## src/rtl/csd_pkg.sv

```systemverilog
package csd_pkg;

  // Default component width and pipeline depth for the stage.
  localparam int unsigned CSD_COMP_W = 16;
  localparam int unsigned CSD_LAT    = 2;

  // Component position inside a packed complex word: imaginary low, real high.
  typedef enum int unsigned {
    PART_IM = 0,
    PART_RE = 1
  } csd_part_e;

  localparam int unsigned CSD_PARTS = 2;

  function automatic int unsigned csd_part_lsb(input int unsigned part,
                                               input int unsigned width);
    return part * width;
  endfunction

endpackage

```

## src/rtl/csd_lane.sv

```systemverilog
module csd_lane #(
  parameter int unsigned CW = 16
) (
  input  logic [CW-1:0] a,
  input  logic [CW-1:0] b,
  output logic [CW:0]   sum,
  output logic [CW:0]   diff
);

  // Sign-extend by one bit so that the result can never wrap.
  logic [CW:0] a_x;
  logic [CW:0] b_x;

  always_comb begin
    a_x = {a[CW-1], a};
    b_x = {b[CW-1], b};
  end

  // Two independent adders: one for the sum, one for the difference.
  always_comb begin
    sum = a_x + b_x;
  end

  always_comb begin
    diff = a_x - b_x;
  end

endmodule

```

## src/rtl/csd_delay.sv

```systemverilog
module csd_delay #(
  parameter int unsigned W     = 8,
  parameter int unsigned DEPTH = 2
) (
  input  logic         clk,
  input  logic         rst,
  input  logic         en,
  input  logic [W-1:0] d,
  output logic [W-1:0] q
);

  logic [W-1:0] stg [DEPTH];

  // Enabled shift chain; every stage clears on reset.
  for (genvar k = 0; k < DEPTH; k++) begin : g_stage
    if (k == 0) begin : g_head
      always_ff @(posedge clk) begin
        if (rst)     stg[k] <= '0;
        else if (en) stg[k] <= d;
      end
    end else begin : g_body
      always_ff @(posedge clk) begin
        if (rst)     stg[k] <= '0;
        else if (en) stg[k] <= stg[k-1];
      end
    end
  end

  assign q = stg[DEPTH-1];

endmodule

```

## src/rtl/csd_pair_stage.sv

```systemverilog
module csd_pair_stage #(
  parameter int unsigned CW  = csd_pkg::CSD_COMP_W,
  parameter int unsigned LAT = csd_pkg::CSD_LAT
) (
  input  logic                clk,
  input  logic                rst,
  input  logic                ce,
  input  logic                i_sync,
  input  logic [2*CW-1:0]     i_left,
  input  logic [2*CW-1:0]     i_right,
  output logic [2*(CW+1)-1:0] o_left,
  output logic [2*(CW+1)-1:0] o_right,
  output logic                o_sync
);
  import csd_pkg::*;

  localparam int unsigned OW    = CW + 1;
  localparam int unsigned OUT_W = CSD_PARTS * OW;
  localparam int unsigned BUS_W = 2 * OUT_W;

  logic [OUT_W-1:0] sum_w;
  logic [OUT_W-1:0] diff_w;
  logic [BUS_W-1:0] res_q;

  // One lane per component; the imaginary lane sits in the low slots.
  for (genvar p = 0; p < CSD_PARTS; p++) begin : g_part
    csd_lane #(.CW(CW)) u_lane (
      .a    (i_left [csd_part_lsb(p, CW) +: CW]),
      .b    (i_right[csd_part_lsb(p, CW) +: CW]),
      .sum  (sum_w  [csd_part_lsb(p, OW) +: OW]),
      .diff (diff_w [csd_part_lsb(p, OW) +: OW])
    );
  end

  // The data results and the marker travel through delay chains of equal depth.
  csd_delay #(.W(BUS_W), .DEPTH(LAT)) u_data_pipe (
    .clk (clk),
    .rst (rst),
    .en  (ce),
    .d   ({sum_w, diff_w}),
    .q   (res_q)
  );

  csd_delay #(.W(1), .DEPTH(LAT)) u_sync_pipe (
    .clk (clk),
    .rst (rst),
    .en  (ce),
    .d   (i_sync),
    .q   (o_sync)
  );

  assign o_left  = res_q[BUS_W-1:OUT_W];
  assign o_right = res_q[OUT_W-1:0];

  // Checker state: a marked pair has been accepted since the last reset.
  logic seen_mark_q;
  always_ff @(posedge clk) begin
    if (rst)                 seen_mark_q <= 1'b0;
    else if (ce && i_sync)   seen_mark_q <= 1'b1;
  end

  // Sum and difference of the same operands always share their LSB.
  p_parity_re_r2: assert property (@(posedge clk) disable iff (rst)
    o_left[OW] == o_right[OW]);
  p_parity_im_r3: assert property (@(posedge clk) disable iff (rst)
    o_left[0] == o_right[0]);

  // Frozen pipeline while the enable is low.
  p_data_hold_r5: assert property (@(posedge clk) disable iff (rst)
    !ce |=> ($stable(o_left) && $stable(o_right)));
  p_sync_hold_r5: assert property (@(posedge clk) disable iff (rst)
    !ce |=> $stable(o_sync));

  // The output marker needs an accepted input marker behind it.
  p_sync_needs_input_r6: assert property (@(posedge clk) disable iff (rst)
    o_sync |-> seen_mark_q);

  // No marker on the cycle after reset.
  p_quiet_after_rst_r7: assert property (@(posedge clk) disable iff (rst)
    $past(rst) |-> !o_sync);

endmodule

```

## config.mk

```make
export PLATFORM = sky130hd
export DESIGN_NAME = csd_pair_stage
export DESIGN_NICKNAME = d
export VERILOG_FILES = /design/src/rtl/csd_pkg.sv /design/src/rtl/csd_lane.sv /design/src/rtl/csd_delay.sv /design/src/rtl/csd_pair_stage.sv
export SDC_FILE = /design/constraint.sdc
export NUM_CORES = 1
export LEC_CHECK = 0
export BUFFER_PORTS_ARGS = -buffer_cell sky130_fd_sc_hd__clkbuf_2
export CAP_MARGIN = 20
export CORE_MARGIN = 2
export CORE_UTILIZATION = 24
export DETAILED_ROUTE_END_ITERATION = 10
export SYNTH_ARGS = -nofsm -noshare
export SYNTH_HDL_FRONTEND = slang
export SYNTH_SLANG_ARGS = --single-unit
export TNS_END_PERCENT = 1
```

## constraint.sdc

```tcl
create_clock -name clk -period 6.2 [get_ports clk]
set_input_delay 0 -clock clk [delete_from_list [all_inputs] [get_ports clk]]
set_output_delay 0 -clock clk [all_outputs]
set_load 0.02 [all_outputs]
```

==> reports/qor.txt <==
CTS root buffer: clkbuf_16
initial antenna violation count: 2
GRT Overall Usage: 12.17%
CP Capture Type: flop
Switch Pwr: 0.7388 mW
htree depth: 4
Vias: 5975
worst setup margin: 3.721 ns
peak supply drop: 0.0001812 V
Worst Clk Skew: 0.007695 ns
register area share after synthesis: 50.32%
final setup fails: 0
Top Layer Used: met5
Mapped Nets: 889
Layout Utilization: 29.69%
CP peak stage delay: 0.53 ns
post_cts resized: 0
Setup Total Neg Slack: 0 ns
DP HPWL: 15320 um
Synth top area share: 50.32%
starting DRC count in detailed routing: 446
gate count after technology mapping: 753
Post-synth EDFFs: 134
Initial Util: 24.45%
met2 wire length: 9296 um
largest net degree at the start of global routing: 96
Clock power frac: 37.9%
Vias/cell: 4.492
Setup CP Type: in2reg
crit path max fanout: 3
switching part of the total: 28.45%
area delta synth->final: 21.41%
cell type with the largest total area after synthesis: edfxtp_1
Slew @ Worst Pin: 0.9366 ns
vias in the first global route: 5985
CP required: 6.47 ns
TritonRoute pass-1 iters: 5
cell area after synthesis: 7996 um^2
crit-path cells: dlygate4sd3_1 > clkbuf_2 > ha_1 > fa_1 > nor2b_1 > o211ai_2 > a211oi_2 > o31a_1 > or4_1 > a21oi_1
DRC: 0
CTS clk-pin slew, worst paths: 0.06 ns
register share of total power: 42.8%
Post-Syn Area per Cell: 10.62 um^2
YS warnings: 0
Rows: 66
CP delay by family, top: compound AO/OA/AOI/OAI gates
Total Power: 2.596 mW
Power Internal: 1.858 mW
Num CTS Buffers: 17
Max Buffers Root-to-Sink: 2
CTS tree: done
number of I/O pins: 137
CP startpoint: i_right[16]
min Tclk post-route: 2.479 ns
Final Hold Fails: 0
first-pass GRT wire length: 33490 um
status: finished, final reports clean
Buf/Inv on CP: 2
Die ar.: 34800 um^2
Die X: 186.5 um
#FFs+latches synth: 134
routed wire length: 21020 um
Pwr Density: 267.4 nW/um^2
HP Class: in2reg
crit path DAT: 2.75 ns
Reg-to-Reg Start: u_data_pipe.stg[0][14]
Hold Startpoint: i_right[0]
fin. max-slew vios: 0
Final ANT Viol Nets: 0
CTS Sinks: 134
Avg WL per Cell: 15.81 um
routed wl met3: 1224 um
Gate power share: 19.3%
LEAKAGE: 4.189 nW
GR Overflow Total: 0
Nets: 1011
DIE HEIGHT: 186.5 um
area of the core: 32700 um^2
worst relative slew slack: 37.56%
startpoint types: primary input
max cap viols: 0
share of synthesized registers carrying an async set or reset: 0%
GPL Wtd Cong: 0.9045
clock latency on the worst-skew pair: 0.42 ns
DP Area: 9097 um^2
Cell variety after synth: 53
IO buf count: 136
Main synth FF type: edfxtp_1
met1 wire length: 10010 um
Post-Layout Inst Area: 9708 um^2
slowest stage cell on the critical path: dlygate4sd3_1
synth top area cells: edfxtp_1 (50%), ha_1 (10%), and2_1 (5.8%)
maximum clock rate: 403.3 MHz
pre-CTS WS: 3.812 ns
share of cells above drive strength 1: 20.52%
final period utilization: 39.99%
unrepaired setup endpoints after global routing: false
-- placed cells by master, fill, tap and decap left out, types with 17 or more instances in the layout --
cell	count
a21oi_1	44
and2_1	74
clkbuf_16	17
clkbuf_2	136
edfxtp_1	134
ha_1	64
inv_1	56
mux2i_1	19
nand2_1	41
nor2_1	69
o21ai_0	18
xnor2_1	22
-- area by class of cell --
cell class / count / area (um^2)
diodes: 1 / 2.502
multi-input cells: 518 / 3588
repair buffers: 141 / 743.2
clock buffers: 18 / 429.2
inverters: 63 / 236.5
flip-flops and latches: 134 / 4024
well taps: 442 / 553.0
fillers: 3476 / 22990
clock inverters: 13 / 131.4
-- power groups by stage --
| stage | Clock (mW) | Sequential, mW | Combinational (mW) |
|---|---|---|---|
| 2_1_floorplan | 0 | 1.17 | 0.296 |
| 3_3_place_gp | 0 | 1.13 | 0.496 |
| 3_5_place_dp | 0 | 1.13 | 0.497 |
| 4_1_cts | 1.01 | 1.11 | 0.501 |
| 5_1_grt | 1.05 | 1.12 | 0.554 |
| 6_report | 0.984 | 1.11 | 0.502 |
-- synth_stat cells (11+ instances only) --
cell type / number
nor3_1: 15
mux2i_1: 19
nand2_1: 41
a21oi_1: 44
xnor2_1: 22
edfxtp_1: 134
o21ai_0: 18
nor2_1: 69
nand2b_1: 15
inv_1: 56
nor2b_1: 11
o21ai_1: 15
and2_1: 74
clkbuf_1: 29
ha_1: 64
-- worst min-delay path, stage by stage --
cell and delay (ns):
clkbuf_2 0.10, ha_1 0.15, nor2_1 0.05
-- per-layer routing --
| metal | global-route usage (%) | up-vias |
|---|---|---|
| met4 | 4.548 | 4 |
| li1 | - | 2901 |
| met2 | 18.47 | 190 |
| met1 | 16.82 | 2848 |
| met5 | 0 | - |
| met3 | 2.896 | 32 |
-- per-stage QoR --
stage | instances | hold slack [ns]
floorplan | 753 | 0.1982
global placement | 1295 | 0.2992
detailed placement | 1295 | 0.2960
CTS | 1328 | 0.03198
global route | 1329 | 0.05571
finish | 1330 | 0.04930
-- state kept, by name, summed over array words and instances, names as in the netlist --
| name | count |
|---|---|
| u_sync_pipe.stg | 2 |
| u_data_pipe.stg | 132 |
-- path summary, 6_finish.rpt --
kind | end | slack [ns] | cells after the start
worst max register to register | u_data_pipe.stg[1][14] | 5.38 | 1
worst min register to register | u_data_pipe.stg[1][1] | 0.52 | 1
worst min-delay path | u_data_pipe.stg[0][34] | 0.05 | 3
worst max-delay path | u_data_pipe.stg[0][67] | 3.72 | 10
-- kinds of logic after synthesis --
kind of cell	share of synthesized area, %
DFF	50.32
AOI/OAI and AO/OA	11.86
adders and majority gates	11.02
buffers and inverters	4.960
xor gates and xnor gates	3.176
muxes	2.378
and+or+nand+nor	16.29
-- what timing repair did --
action	4_1_cts	5_1_grt
setup buffers	0	0
endpoints found under the setup margin	0	0
endpoints found under the hold margin	2	0
hold buffers	2	0
(Power assumes the default switching activity.)
